==> src/rtl/unlock_seq_pkg.sv <==
package unlock_seq_pkg;

  // compared address slice and pattern length
  localparam int CMP_W      = 14;
  localparam int PREFIX_LEN = 5;
  localparam int STEP_W     = $clog2(PREFIX_LEN + 1);

  // shared leading keys, in the order they must arrive
  localparam logic [CMP_W-1:0] PREFIX_KEYS [PREFIX_LEN] = '{
    14'h0E38, 14'h31C7, 14'h03E0, 14'h3C1F, 14'h303F
  };
  localparam logic [CMP_W-1:0] STORE_KEY  = 14'h0FC0;
  localparam logic [CMP_W-1:0] RECALL_KEY = 14'h0C63;

  typedef logic [STEP_W-1:0] step_t;

  // strobes from control to datapath
  typedef struct packed {
    logic stepClear;
    logic stepAdvance;
    logic stepRestart;
    logic fireStore;
    logic fireRecall;
  } seqCtrl_t;

  // compare results from datapath to control
  typedef struct packed {
    logic prefixHit;
    logic firstHit;
    logic storeHit;
    logic recallHit;
  } keyHits_t;

endpackage

==> src/rtl/unlock_seq_datapath.sv <==
module unlock_seq_datapath
  import unlock_seq_pkg::*;
(
  input  logic             clk,
  input  logic             rstN,
  input  logic [CMP_W-1:0] cmpAddr,
  input  seqCtrl_t         ctrl,
  output keyHits_t         hits,
  output step_t            step,
  output logic             storeReq,
  output logic             recallReq
);

  logic [PREFIX_LEN-1:0] keyHit;

  // one comparator per leading key
  for (genvar i = 0; i < PREFIX_LEN; i++) begin : g_key
    assign keyHit[i] = (cmpAddr == PREFIX_KEYS[i]);
  end

  always_comb begin
    hits.prefixHit = 1'b0;
    for (int i = 0; i < PREFIX_LEN; i++) begin
      if (step == step_t'(i)) hits.prefixHit = keyHit[i];
    end
    hits.firstHit  = keyHit[0];
    hits.storeHit  = (cmpAddr == STORE_KEY);
    hits.recallHit = (cmpAddr == RECALL_KEY);
  end

  // number of leading keys already matched
  always_ff @(posedge clk or negedge rstN) begin
    if (!rstN)                 step <= '0;
    else if (ctrl.stepClear)   step <= '0;
    else if (ctrl.stepRestart) step <= step_t'(1);
    else if (ctrl.stepAdvance) step <= step + step_t'(1);
  end

  always_ff @(posedge clk or negedge rstN) begin
    if (!rstN) begin
      storeReq  <= 1'b0;
      recallReq <= 1'b0;
    end else begin
      storeReq  <= ctrl.fireStore;
      recallReq <= ctrl.fireRecall;
    end
  end

  // the step counter never runs past the final key slot
  a_r2_step_bound: assert property (@(posedge clk) disable iff (!rstN)
    step <= step_t'(PREFIX_LEN));

  // a restart leaves exactly one key matched
  a_r7_restart_one: assert property (@(posedge clk) disable iff (!rstN)
    ctrl.stepRestart |=> (step == step_t'(1)));

  // store and recall never requested together
  a_r3_req_exclusive: assert property (@(posedge clk) disable iff (!rstN)
    !(storeReq && recallReq));

  // pulses last one cycle
  a_r11_store_pulse: assert property (@(posedge clk) disable iff (!rstN)
    storeReq |=> !storeReq);
  a_r11_recall_pulse: assert property (@(posedge clk) disable iff (!rstN)
    recallReq |=> !recallReq);

endmodule

==> src/rtl/unlock_seq_ctrl.sv <==
module unlock_seq_ctrl
  import unlock_seq_pkg::*;
(
  input  logic     accStrobe,
  input  logic     wrN,
  input  logic     engineBusy,
  input  logic     storeInhibit,
  input  step_t    step,
  input  keyHits_t hits,
  output seqCtrl_t ctrl
);

  logic atFinal;
  assign atFinal = (step == step_t'(PREFIX_LEN));

  always_comb begin
    ctrl = '0;
    if (engineBusy) begin
      ctrl.stepClear = 1'b1;
    end else if (accStrobe) begin
      if (!wrN) begin
        ctrl.stepClear = 1'b1;
      end else if (atFinal) begin
        if (hits.storeHit) begin
          ctrl.fireStore = !storeInhibit;
          ctrl.stepClear = 1'b1;
        end else if (hits.recallHit) begin
          ctrl.fireRecall = 1'b1;
          ctrl.stepClear  = 1'b1;
        end else if (hits.firstHit) begin
          ctrl.stepRestart = 1'b1;
        end else begin
          ctrl.stepClear = 1'b1;
        end
      end else if (hits.prefixHit) begin
        ctrl.stepAdvance = 1'b1;
      end else if (hits.firstHit) begin
        ctrl.stepRestart = 1'b1;
      end else begin
        ctrl.stepClear = 1'b1;
      end
    end
  end

endmodule

==> src/rtl/unlock_seq_top.sv <==
module unlock_seq_top
  import unlock_seq_pkg::*;
#(
  parameter int ADDR_W = 15
) (
  input  logic              clk,
  input  logic              rstN,
  input  logic              accStrobe,
  input  logic              wrN,
  input  logic [ADDR_W-1:0] addr,
  input  logic              engineBusy,
  input  logic              storeInhibit,
  output logic              storeReq,
  output logic              recallReq
);

  seqCtrl_t ctrl;
  keyHits_t hits;
  step_t    step;

  // bits above the compared slice take no part
  if (ADDR_W > CMP_W) begin : g_high
    logic unusedHighAddr;
    assign unusedHighAddr = ^addr[ADDR_W-1:CMP_W];
  end

  unlock_seq_ctrl u_ctrl (
    .accStrobe    (accStrobe),
    .wrN          (wrN),
    .engineBusy   (engineBusy),
    .storeInhibit (storeInhibit),
    .step         (step),
    .hits         (hits),
    .ctrl         (ctrl)
  );

  unlock_seq_datapath u_dp (
    .clk       (clk),
    .rstN      (rstN),
    .cmpAddr   (addr[CMP_W-1:0]),
    .ctrl      (ctrl),
    .hits      (hits),
    .step      (step),
    .storeReq  (storeReq),
    .recallReq (recallReq)
  );

  // no store request right after an inhibited cycle
  a_r8_inhibit_blocks: assert property (@(posedge clk) disable iff (!rstN)
    storeReq |-> !$past(storeInhibit));

  // nothing issued from a busy cycle
  a_r9_busy_blocks: assert property (@(posedge clk) disable iff (!rstN)
    $past(engineBusy) |-> (!storeReq && !recallReq));

  // a write never completes a pattern
  a_r5_write_blocks: assert property (@(posedge clk) disable iff (!rstN)
    $past(accStrobe && !wrN) |-> (!storeReq && !recallReq));

  // a request always follows a strobed read
  a_r6_needs_read: assert property (@(posedge clk) disable iff (!rstN)
    (storeReq || recallReq) |-> $past(accStrobe && wrN));

endmodule

==> config.mk <==
export PLATFORM = sky130hd
export DESIGN_NAME = unlock_seq_top
export DESIGN_NICKNAME = d
export VERILOG_FILES = /design/src/rtl/unlock_seq_pkg.sv /design/src/rtl/unlock_seq_datapath.sv /design/src/rtl/unlock_seq_ctrl.sv /design/src/rtl/unlock_seq_top.sv
export SDC_FILE = /design/constraint.sdc
export NUM_CORES = 1
export LEC_CHECK = 0
export BUFFER_PORTS_ARGS = -buffer_cell sky130_fd_sc_hd__buf_4
export CAP_MARGIN = 20
export CORE_MARGIN = 1.5
export CORE_UTILIZATION = 37
export DETAILED_ROUTE_END_ITERATION = 12
export HOLD_SLACK_MARGIN = 0.1
export PLACE_DENSITY = 0.71
export SKIP_CTS_REPAIR_TIMING = 1
export SLEW_MARGIN = 20
export SYNTH_ARGS = -nofsm -noshare
export SYNTH_HDL_FRONTEND = slang
export SYNTH_SLANG_ARGS = --single-unit
==> constraint.sdc <==
create_clock -name clk -period 2 [get_ports clk]
set_input_delay 0 -clock clk [delete_from_list [all_inputs] [get_ports clk]]
set_output_delay 0 -clock clk [all_outputs]
set_load 0.02 [all_outputs]
* Yosys cells after proc, flatten, opt, wreduce, memory -nomap -nowiden
Index checks and enable logic that the tools add are counted.
** Operators by class
- Add/sub/neg operators :: 1
- Equal/unequal tests :: 12
- Multiplexer cells :: 29
- Reductions and logical operators :: 3
** Operators by type and width (number)
- $eq A14 B12 Y1 const B :: 3
- $eq A14 B14 Y1 const B :: 3
- $mux W1 :: 22
- $eq A14 B10 Y1 const B :: 1
- $mux W3 :: 3
- $mux W4 :: 2
- $eq A3 B2 Y1 const B :: 2
- $eq A3 B3 Y1 const B :: 2
- $mux W5 :: 1
- $add A3 B1 Y3 const B :: 1
- $eq A3 B1 Y1 const B :: 1
- $logic_not A3 Y1 :: 1
- $reduce_bool A3 Y1 :: 1
- $mux W2 :: 1
- $logic_not A1 Y1 :: 1
** Storage, ports and cells
- Register bits :: 5
- Bits of input ports :: 21
- Output and inout bits :: 2
- Logic and storage cells :: 48

* Longest topological paths before layout
Gate-level depths: netlist of the first run.
- Depth after elaboration :: 14
- Gate-level depth with buffers :: 7
- Mapped depth without buffers :: 7

* Hierarchy
Synthesis of the first run repeated with hierarchy kept, for this count alone.
** Unflattened totals
- Cell total of the unflattened synthesis :: 64
- Area total of the unflattened synthesis :: 558.0 um^2
** By module, submodules not included
- unlock_seq_datapath :: instances 1, cells an instance 49, area an instance 455.4 um^2
- unlock_seq_ctrl :: instances 1, cells an instance 15, area an instance 102.6 um^2

* Least setup slack after synthesis of the first run
OpenSTA, ideal clock, no wires.
- Kind :: flip-flop to flip-flop
- Start :: register u_dp.step[0]
- End :: register u_dp.step[0]
- Arrival time :: 1.621 ns
- Required time :: 1.913 ns
- Slack :: 0.293 ns
- Stages on the path, launching flop included :: 8
- Buffers on the path :: 0
- Path through :: dfrtp_1 ha_1 ha_1 and4b_1 a32oi_1 nor2_1 o22a_2 o211ai_1
** Between the ends
- Word-level cells in the longest chain between the ends :: 13
- Elaborated cells on any way between the ends :: 27
** Ends and longest elaborated chain
- start: declaration :: line unlock_seq_datapath.sv:9 : output step_t step,
- start signal: assignment :: line unlock_seq_datapath.sv:35 : else if (ctrl.stepRestart) step <= step_t'(1);
- start signal: assignment :: line unlock_seq_datapath.sv:36 : else if (ctrl.stepAdvance) step <= step + step_t'(1);
- $logic_not A3 Y1 :: line unlock_seq_datapath.sv:24 : if (step == step_t'(i)) hits.prefixHit = keyHit[i];
- $mux W1 (5 in a row) :: line unlock_seq_datapath.sv:24
- $mux W1 :: line unlock_seq_ctrl.sv:35 : end else if (hits.prefixHit) begin
- $mux W1 :: line unlock_seq_ctrl.sv:23 : end else if (atFinal) begin
- $mux W4 :: line unlock_seq_ctrl.sv:21 : if (!wrN) begin
- $mux W5 :: line unlock_seq_ctrl.sv:20 : end else if (accStrobe) begin
- $mux W4 :: line unlock_seq_ctrl.sv:18 : if (engineBusy) begin
- $mux W3 :: line unlock_seq_datapath.sv:35
- $mux W3 :: line unlock_seq_datapath.sv:34 : else if (ctrl.stepClear) step <= '0;
Parallel ways exist; a longest one is shown, timed or not. The select of a mux whose other input is x is not followed.
A chain may end at the register's enable or synchronous reset.

* Final worst setup path of the first run
Ends and elaborated chain as after synthesis.

==> parameters.txt, run 1 <==
Parameter                              Value

Run status
  Outcome ... finished clean

Global routing
  Number of antenna violations at the first check in global routing ... 0
  First-pass GRT wire length ... 2200 microns
  Total GRT Usage ... 15.6%
  Vias in the first global route ... 565
  Sum of overflow across all layers after global routing ... 0
  Largest net degree at the start of global routing ... 7

Route
  Number of vias after detailed routing ... 615
  Via density per instance ... 5.39
  Sum of routed wire length over all layers ... 1420 microns
  Number of DRC violations after detailed routing ... 0
  First-pass DRT Iterations ... 4
  Initial drt markers ... 5
  Post-route ant nets ... 0
  Drt wl/cell ... 12.4 microns

STA
  Worst Tran Pin Value ... 479 ps
  Setup violations, final ... 0
  Time the worst path needs with I/O delays and setup ... 1870 ps
  Unrepaired setup endpoints after global routing ... false
  Worst slew margin relative to its limit ... 67.8%
  Worst clock skew ... 4.85 ps
  Max-slew violation total from the final report ... 0
  Final-layout setup total negative slack ... 0 ps
  Worst hold margin ... 97.6 ps
  Final worst path period share ... 93.4%
  F_max ... 535 MHz
  Final Hold Viols ... 0

Setup path
  Cell repeated most along the worst path ... sky130_fd_sc_hd__ha_1
  Category of cells accounting for the largest share of critical-path delay ... compound AO/OA/AOI/OAI gates
  CP endpoint kind ... flip-flop
  Required time at the endpoint of the critical path ... 2150 ps
  Category of the most critical setup path ... flip-flop to flip-flop
  CP Max Fanout ... 5
  Buffering stage count on the worst path with inverters included ... 0
  R2r worst-path depth ... 7
  Cell depth of the worst setup path ... 7
  Worst setup SP type ... flip-flop
  Crit-path cells ... ha_1 > ha_1 > and4b_1 > a32oi_2 > nor2_1 > o22a_2 > o211ai_1
  Slowest cell on crit path ... sky130_fd_sc_hd__dfrtp_1
  Crit path DAT ... 2020 ps
  Delay contributed by the slowest stage of the critical path ... 430 ps

CTS
  Root Buffer ... sky130_fd_sc_hd__clkbuf_4
  Total clock buffers created by CTS ... 3
  Maximum buffer depth of the clock tree ... 2
  TritonCTS clock tree ... built
  Clock network latency to the later pin of the worst-skew pair ... 240 ps
  Register clock-pin slew on the reported worst setup and hold paths ... 40 ps
  Count of H-tree levels built during CTS ... 1
  Total clock sinks ... 5

Floorplanning
  Total number of placement rows ... 14
  Boundary Pins ... 23
  Starting Density ... 38.8%
  Chip width ... 42.5 microns
  Vertical die dimension ... 42.5 microns
  Placeable core region ... 1490 sq um
  Area enclosed by the die boundary ... 1810 sq um

Run
  Max-cap check violation count ... 0

Synth
  Synth Cell Area ... 578 sq um
  Synth Net Count ... 89
  Number of library cell types mapped by synthesis ... 33
  Total of flip-flops plus latches after synthesis ... 5
  Post-Syn Instances ... 63
  Post-synthesis sequential area ratio ... 21.6%
  Number of synthesis warnings ... 0
  Synthesized area divided by synthesized cell count ... 9.18 sq um

Layout
  Post-layout net count ... 125
  Commonest non-fill, non-tap cells in the layout ... sky130_fd_sc_hd__buf_4, sky130_fd_sc_hd__dlygate4sd3_1, sky130_fd_sc_hd__nand2_1, sky130_fd_sc_hd__ha_1, sky130_fd_sc_hd__dfrtp_1
  Fraction of final layout cells with drive strength greater than 1 ... 32.7%
  Post-route core utilization ... 59.6%
  Most common cell after layout, fill and taps aside ... sky130_fd_sc_hd__buf_4
  Synth-to-layout area growth ... 53.5%
  Inserted Diodes ... 0
  Number of fill cells ... 134

Placement
  Final estimated routing congestion in global placement ... 0.838
  Number of port buffers ... 21
  Detailed Place HPWL ... 1100 microns

Pwr
  Areal power density over the cells ... 324 nW/um^2
  Lkg Pwr ... 0.386 nW
  Largest vdd supply drop ... 0.107 mV

Hold path
  Path class of the lowest-slack min-delay path ... input pin to asynchronous set/reset pin
-- logic make-up after synthesis --
family / share of synthesized area [%]
simple gates: 44.8
compound gates: 20.1
fa+ha+maj: 10.8
flops: 21.6
buf+inv: 2.60
-- cell usage after synthesis --
| cell type | count | area share, % |
|---|---|---|
| sky130_fd_sc_hd__nand3_4 | 1 | 3.0 |
| sky130_fd_sc_hd__nand2b_1 | 2 | 2.2 |
| sky130_fd_sc_hd__o211ai_1 | 1 | 1.3 |
| sky130_fd_sc_hd__nand4_1 | 1 | 1.1 |
| sky130_fd_sc_hd__nor2b_1 | 1 | 1.1 |
| sky130_fd_sc_hd__or3b_1 | 1 | 1.5 |
| sky130_fd_sc_hd__o2bb2ai_1 | 1 | 1.5 |
| sky130_fd_sc_hd__nor3_1 | 2 | 1.7 |
| sky130_fd_sc_hd__or4_1 | 1 | 1.3 |
| sky130_fd_sc_hd__and4bb_1 | 1 | 2.2 |
| sky130_fd_sc_hd__nand3b_1 | 1 | 1.3 |
| sky130_fd_sc_hd__and3_1 | 1 | 1.1 |
| sky130_fd_sc_hd__a32oi_1 | 1 | 1.5 |
| sky130_fd_sc_hd__ha_1 | 5 | 11 |
| sky130_fd_sc_hd__or4b_2 | 1 | 1.7 |
| sky130_fd_sc_hd__and4bb_2 | 1 | 2.2 |
| sky130_fd_sc_hd__o221ai_1 | 3 | 4.5 |
| sky130_fd_sc_hd__a211oi_1 | 1 | 1.3 |
| sky130_fd_sc_hd__nor3b_1 | 3 | 3.9 |
| sky130_fd_sc_hd__or3_4 | 1 | 1.9 |
| sky130_fd_sc_hd__nor4_1 | 2 | 2.2 |
| sky130_fd_sc_hd__nand2_1 | 7 | 4.5 |
| sky130_fd_sc_hd__nor2_1 | 3 | 1.9 |
| sky130_fd_sc_hd__o41ai_4 | 1 | 4.8 |
| sky130_fd_sc_hd__dfrtp_1 | 5 | 22 |
| sky130_fd_sc_hd__inv_1 | 4 | 2.6 |
| sky130_fd_sc_hd__o22a_2 | 1 | 1.7 |
| sky130_fd_sc_hd__and4_1 | 1 | 1.5 |
| sky130_fd_sc_hd__o21ai_0 | 1 | 0.86 |
| sky130_fd_sc_hd__nand4b_1 | 1 | 1.5 |
| sky130_fd_sc_hd__nor4bb_1 | 2 | 3.5 |
| sky130_fd_sc_hd__a21oi_1 | 3 | 2.6 |
| sky130_fd_sc_hd__and4b_1 | 2 | 3.5 |
-- sequential cells by signal, summed over array words and instances, names as in the netlist --
signal,cells
u_dp.step,3
u_dp.recallReq,1
u_dp.storeReq,1
-- cell type report --
cell class	instances	area (sq um)	area share (%)
Multi-Input combinational cell	54	445	50.2
Timing Repair Buffer	31	255	28.8
Sequential cell	5	125	14.1
Clock buffer	4	26.3	2.96
Tap cell	16	20.0	2.26
Inverter	4	15.0	1.69
-- power breakdown --
group / internal [mW] / switching (mW) / total, mW / leakage, nW
clock network: 0.0752 / 0.0373 / 0.113 / 0.0150
registers: 0.102 / 0.00000121 / 0.102 / 0.0699
logic: 0.0457 / 0.0278 / 0.0735 / 0.301
-- per-stage QoR --
step / instance area (sq um) / std cells / power, mW / setup WS, ps
detailed placement: 763 / 101 / 0.163 / 114
finish: 887 / 114 / 0.288 / 132
global placement: 763 / 101 / 0.162 / 168
floorplan: 578 / 63 / 0.119 / 293
CTS: 790 / 105 / 0.277 / 102
global route: 887 / 114 / 0.309 / 23.9
-- final timing paths --
check                      slack, ps              to          from
max in group asynchronous       1790  u_dp.recallReq          rstN
min reg2reg                      590    u_dp.step[1]  u_dp.step[1]
max                              130    u_dp.step[0]  u_dp.step[0]
min                              100   u_dp.storeReq          rstN
max reg2reg                      130    u_dp.step[0]  u_dp.step[0]
min in group clk                 100   u_dp.storeReq       addr[5]
-- layer usage --
layer  track usage, %  wire length (microns)
met1             19.8                    623
met2             26.5                    759
met3             1.72                     36
met4             6.88                      0
met5                0                      0
(Power assumes the default switching activity.)
==> run 2: changes to the inputs <==
--- a/config.mk
+++ b/config.mk
@@ -16,4 +16,5 @@
 export SLEW_MARGIN = 20
 export SYNTH_ARGS = -nofsm -noshare
 export SYNTH_HDL_FRONTEND = slang
+export SYNTH_HIERARCHICAL = 1
 export SYNTH_SLANG_ARGS = --single-unit
==> run 2 against run 1 <==
Against the previous run: critical path type unchanged; worst hold slack improved by 120 ps; the run now ends with negative setup slack left; clock skew is 4.7 ps lower; critical endpoint is now u_dp/step[2]; utilization up 14 points; worst setup slack got worse by 190 ps.
==> parameters.txt, run 2 <==
Parameter                              Value

CTS
  Maximum buffer depth of the clock tree ... 2 (unchanged)
  Root Buffer ... sky130_fd_sc_hd__clkbuf_4
  Total clock sinks ... 5 (unchanged)
  Total clock buffers created by CTS ... 3 (unchanged)
  Clock network latency to the later pin of the worst-skew pair ... 240 ps (about the same)
  TritonCTS clock tree ... built
  Register clock-pin slew on the reported worst setup and hold paths ... 40 ps (about the same)
  Count of H-tree levels built during CTS ... 1 (unchanged)

STA
  Final Hold Viols ... 0 (unchanged)
  Time the worst path needs with I/O delays and setup ... 2050 ps (+186 ps)
  Setup violations, final ... 2 (+2)
  Unrepaired setup endpoints after global routing ... true
  Final worst path period share ... 103% (+9.3 points)
  F_max ... 487 MHz (-9.0%)
  Worst clock skew ... 0.166 ps (-4.69 ps)
  Worst Tran Pin Value ... 392 ps (-87.2 ps)
  Max-slew violation total from the final report ... 0 (unchanged)
  Final critical-path setup slack ... -53.6 ps (-186 ps)
  Final-layout setup total negative slack ... -60.3 ps (-60.3 ps)
  Worst slew margin relative to its limit ... 73.6% (+5.8 points)

Hold path
  Origin of the worst min-delay path ... addr[3]
  Path class of the lowest-slack min-delay path ... input pin to flip-flop
  Worst Hold Depth ... 4
  End of the worst hold path ... u_dp/recallReq

Global routing
  Number of antenna violations at the first check in global routing ... 0 (unchanged)
  Total GRT Usage ... 21.7% (+6.0 points)
  Sum of overflow across all layers after global routing ... 0 (unchanged)
  First-pass GRT wire length ... 2920 microns (+33%)
  Largest net degree at the start of global routing ... 8 (+1)
  Vias in the first global route ... 737 (+30%)

Run
  Max-cap check violation count ... 0 (unchanged)

Layout
  Post-route design area ... 998 sq um (+13%)
  Number of fill cells ... 107 (-20%)
  Flip-flop and latch area ... 126 sq um (+1.0%)
  Flip-flop count of the largest register, all copies and words added ... 3 (unchanged)
  Commonest non-fill, non-tap cells in the layout ... sky130_fd_sc_hd__buf_4, sky130_fd_sc_hd__nor2_1
  Post-route core utilization ... 74.0% (+14 points)
  Inserted Diodes ... 0 (unchanged)
  Non-filler cells in the finished layout ... 119 (+4.4%)
  Multi-input combinational cell area ... 520 sq um (+17%)
  Reg with most FFs ... u_dp/step
  Registers with the most flip-flops ... u_dp/step: 3 flops, u_dp/recallReq: 1 flops, u_dp/storeReq: 1 flops
  Post-layout net count ... 131 (+4.8%)
  Most common cell after layout, fill and taps aside ... sky130_fd_sc_hd__buf_4
  Synth-to-layout area growth ... 78.9%
  Fraction of final layout cells with drive strength greater than 1 ... 50.0% (+17 points)

Synth
  Number of synthesis warnings ... 6 (+6)
  Dominant register cell in the synthesized netlist ... sky130_fd_sc_hd__dfrtp_1
  Cell type with the largest total area after synthesis ... sky130_fd_sc_hd__dfrtp_1
  EDFF count, synth ... 0 (unchanged)
  Post-synthesis sequential area ratio ... 22.4% (+0.78 points)
  Synth Net Count ... 90 (+1.1%)
  Number of library cell types mapped by synthesis ... 31 (-6.1%)
  Post-Syn Instances ... 64 (+1.6%)
  Synth Cell Area ... 558 sq um (-3.5%)
  Top area cells in the synthesized netlist ... sky130_fd_sc_hd__dfrtp_1, sky130_fd_sc_hd__ha_1, sky130_fd_sc_hd__nor2_1, sky130_fd_sc_hd__nand4b_1, sky130_fd_sc_hd__nor4_1
  Async SR Flop Fraction ... 100% (unchanged)
  Most used standard cells in the synthesized netlist ... sky130_fd_sc_hd__nor2_1, sky130_fd_sc_hd__dfrtp_1, sky130_fd_sc_hd__ha_1, sky130_fd_sc_hd__inv_1, sky130_fd_sc_hd__nor4_1
  Synthesized area divided by synthesized cell count ... 8.72 sq um (-5.0%)
  Top-count cell post-synth ... sky130_fd_sc_hd__nor2_1
  Synth top area share ... 22.4% (+0.78 points)
  Total of flip-flops plus latches after synthesis ... 5 (unchanged)

Setup path
  Buffering stage count on the worst path with inverters included ... 2 (+2)
  Reg-to-reg setup timing slack ... -50 ps (-190 ps)
  Required time at the endpoint of the critical path ... 2140 ps (about the same)
  Slowest cell on crit path ... sky130_fd_sc_hd__dfrtp_1
  R2r worst-path depth ... 10 (+3)
  Category of the most critical setup path ... flip-flop to flip-flop
  Reg-to-reg endpoint ... u_dp/step[2]
  Category of cells accounting for the largest share of critical-path delay ... compound AO/OA/AOI/OAI gates
  Crit path DAT ... 2190 ps (+170 ps)
  Delay contributed by the slowest stage of the critical path ... 400 ps (-30 ps)
  CP endpoint kind ... flip-flop
  Worst setup SP type ... flip-flop
  Startpoint of the worst register-to-register path ... u_dp/step[1]
  CP Max Fanout ... 3 (-2)
  Crit-path cells ... inv_2 > buf_6 > ha_4 > nand3_2 > o31ai_2 > a32o_2 > nor2_1 > o32ai_1 > o21ba_4 > a2111oi_4

Floorplanning
  Area enclosed by the die boundary ... 1750 sq um (-3.2%)
  Placeable core region ... 1350 sq um (-9.3%)
  Chip width ... 41.8 microns (-1.6%)
  Boundary Pins ... 23 (unchanged)
  Starting Density ... 41.3% (+2.5 points)
  Vertical die dimension ... 41.8 microns (-1.6%)
  Total number of placement rows ... 13 (-1)

Placement
  Detailed Place HPWL ... 1360 microns (+24%)
  Post-detailed-placement cell area ... 817 sq um (+7.0%)
  Instance count after placement with tap cells included ... 111 (+9.9%)
  Final estimated routing congestion in global placement ... 0.889 (+6.0%)
  Number of port buffers ... 21 (unchanged)

Route
  Drt wl/cell ... 16.3 microns (+31%)
  First-pass DRT Iterations ... 4 (unchanged)
  Number of DRC violations after detailed routing ... 0 (unchanged)
  Initial drt markers ... 15 (+10)
  Sum of routed wire length over all layers ... 1940 microns (+37%)
  Number of vias after detailed routing ... 727 (+18%)
  Via density per instance ... 6.11 (+13%)
  Post-route ant nets ... 0 (unchanged)

Pwr
  Lkg Pwr ... 0.391 nW (+1.2%)
  Overall power after layout ... 0.297 mW (+3.2%)
  Areal power density over the cells ... 297 nW/um^2 (-8.3%)
  Largest vdd supply drop ... 0.399 mV (+270%)

Run status
  Failing checks ... negative setup slack
  Outcome ... finished, violations left
run 2: how the worst max path moves through the flow:
stage / depth (start not counted) / endpoint / start / slack [ps]
final: 10 / u_dp/step[2] / u_dp/step[1] / -50
after global routing: 11 / u_dp/step[2] / u_dp/step[1] / -150
after CTS: 11 / u_dp/step[2] / u_dp/step[1] / -110
after detailed placement: 9 / u_dp/step[2] / addr[1] / -130
after global placement: 9 / u_dp/step[2] / addr[1] / -70
after floorplan: 10 / u_dp/step[2] / u_dp/step[1] / 50
run 2: power breakdown:
part | total [mW] | leakage [nW] | switching (mW) | internal (mW)
sequential | 0.102 | 0.0682 | 0.000000584 | 0.102
combinational | 0.0759 | 0.308 | 0.0306 | 0.0454
clock | 0.119 | 0.0150 | 0.0438 | 0.0756
total | 0.297 | 0.391 | 0.0743 | 0.222
run 2: per-stage QoR:
stage               hold WS (ps)  setup WS, ps
floorplan                   -296          49.1
global placement            -197         -70.7
detailed placement          -196          -131
CTS                         -459          -110
global route                 226          -151
finish                       217         -53.6
run 2: area by class of cell:
cell class	count	area share, %
inverter	5	1.88
multi-input combinational	54	52.1
clock buffer	4	2.63
tap	15	1.88
sequential	5	12.7
timing repair buffer	36	28.8
run 2: worst reg2reg max path, stage by stage, from the launching register on:
cell                        delay (ps)
sky130_fd_sc_hd__dfrtp_1           400
sky130_fd_sc_hd__inv_2              90
sky130_fd_sc_hd__buf_6             100
sky130_fd_sc_hd__ha_4              130
sky130_fd_sc_hd__nand3_2            80
sky130_fd_sc_hd__o31ai_2           270
sky130_fd_sc_hd__a32o_2            190
sky130_fd_sc_hd__nor2_1             40
sky130_fd_sc_hd__o32ai_1           250
sky130_fd_sc_hd__o21ba_4           210
sky130_fd_sc_hd__a2111oi_4         180
run 2: logic make-up after synthesis:
kind of cell	Yosys count	synth area share (%)
buffers and inverters	5	3.36
XOR/XNOR	1	1.57
flip-flops	5	22.4
AO/OA/AOI/OAI	9	13.7
AND/OR/NAND/NOR	38	46.0
multiplexers	1	1.79
adder cells (fa/ha/maj)	5	11.2
run 2: routing by layer:
layer	up-vias	share of wire (%)	wire length [microns]	GRT usage, %
met5	-	0	0	0
met2	44	52	1020	40.3
li1	334	-	-	-
met1	339	35	687	20.7
met4	0	3.9	76	10.3
met3	10	8.3	162	7.83
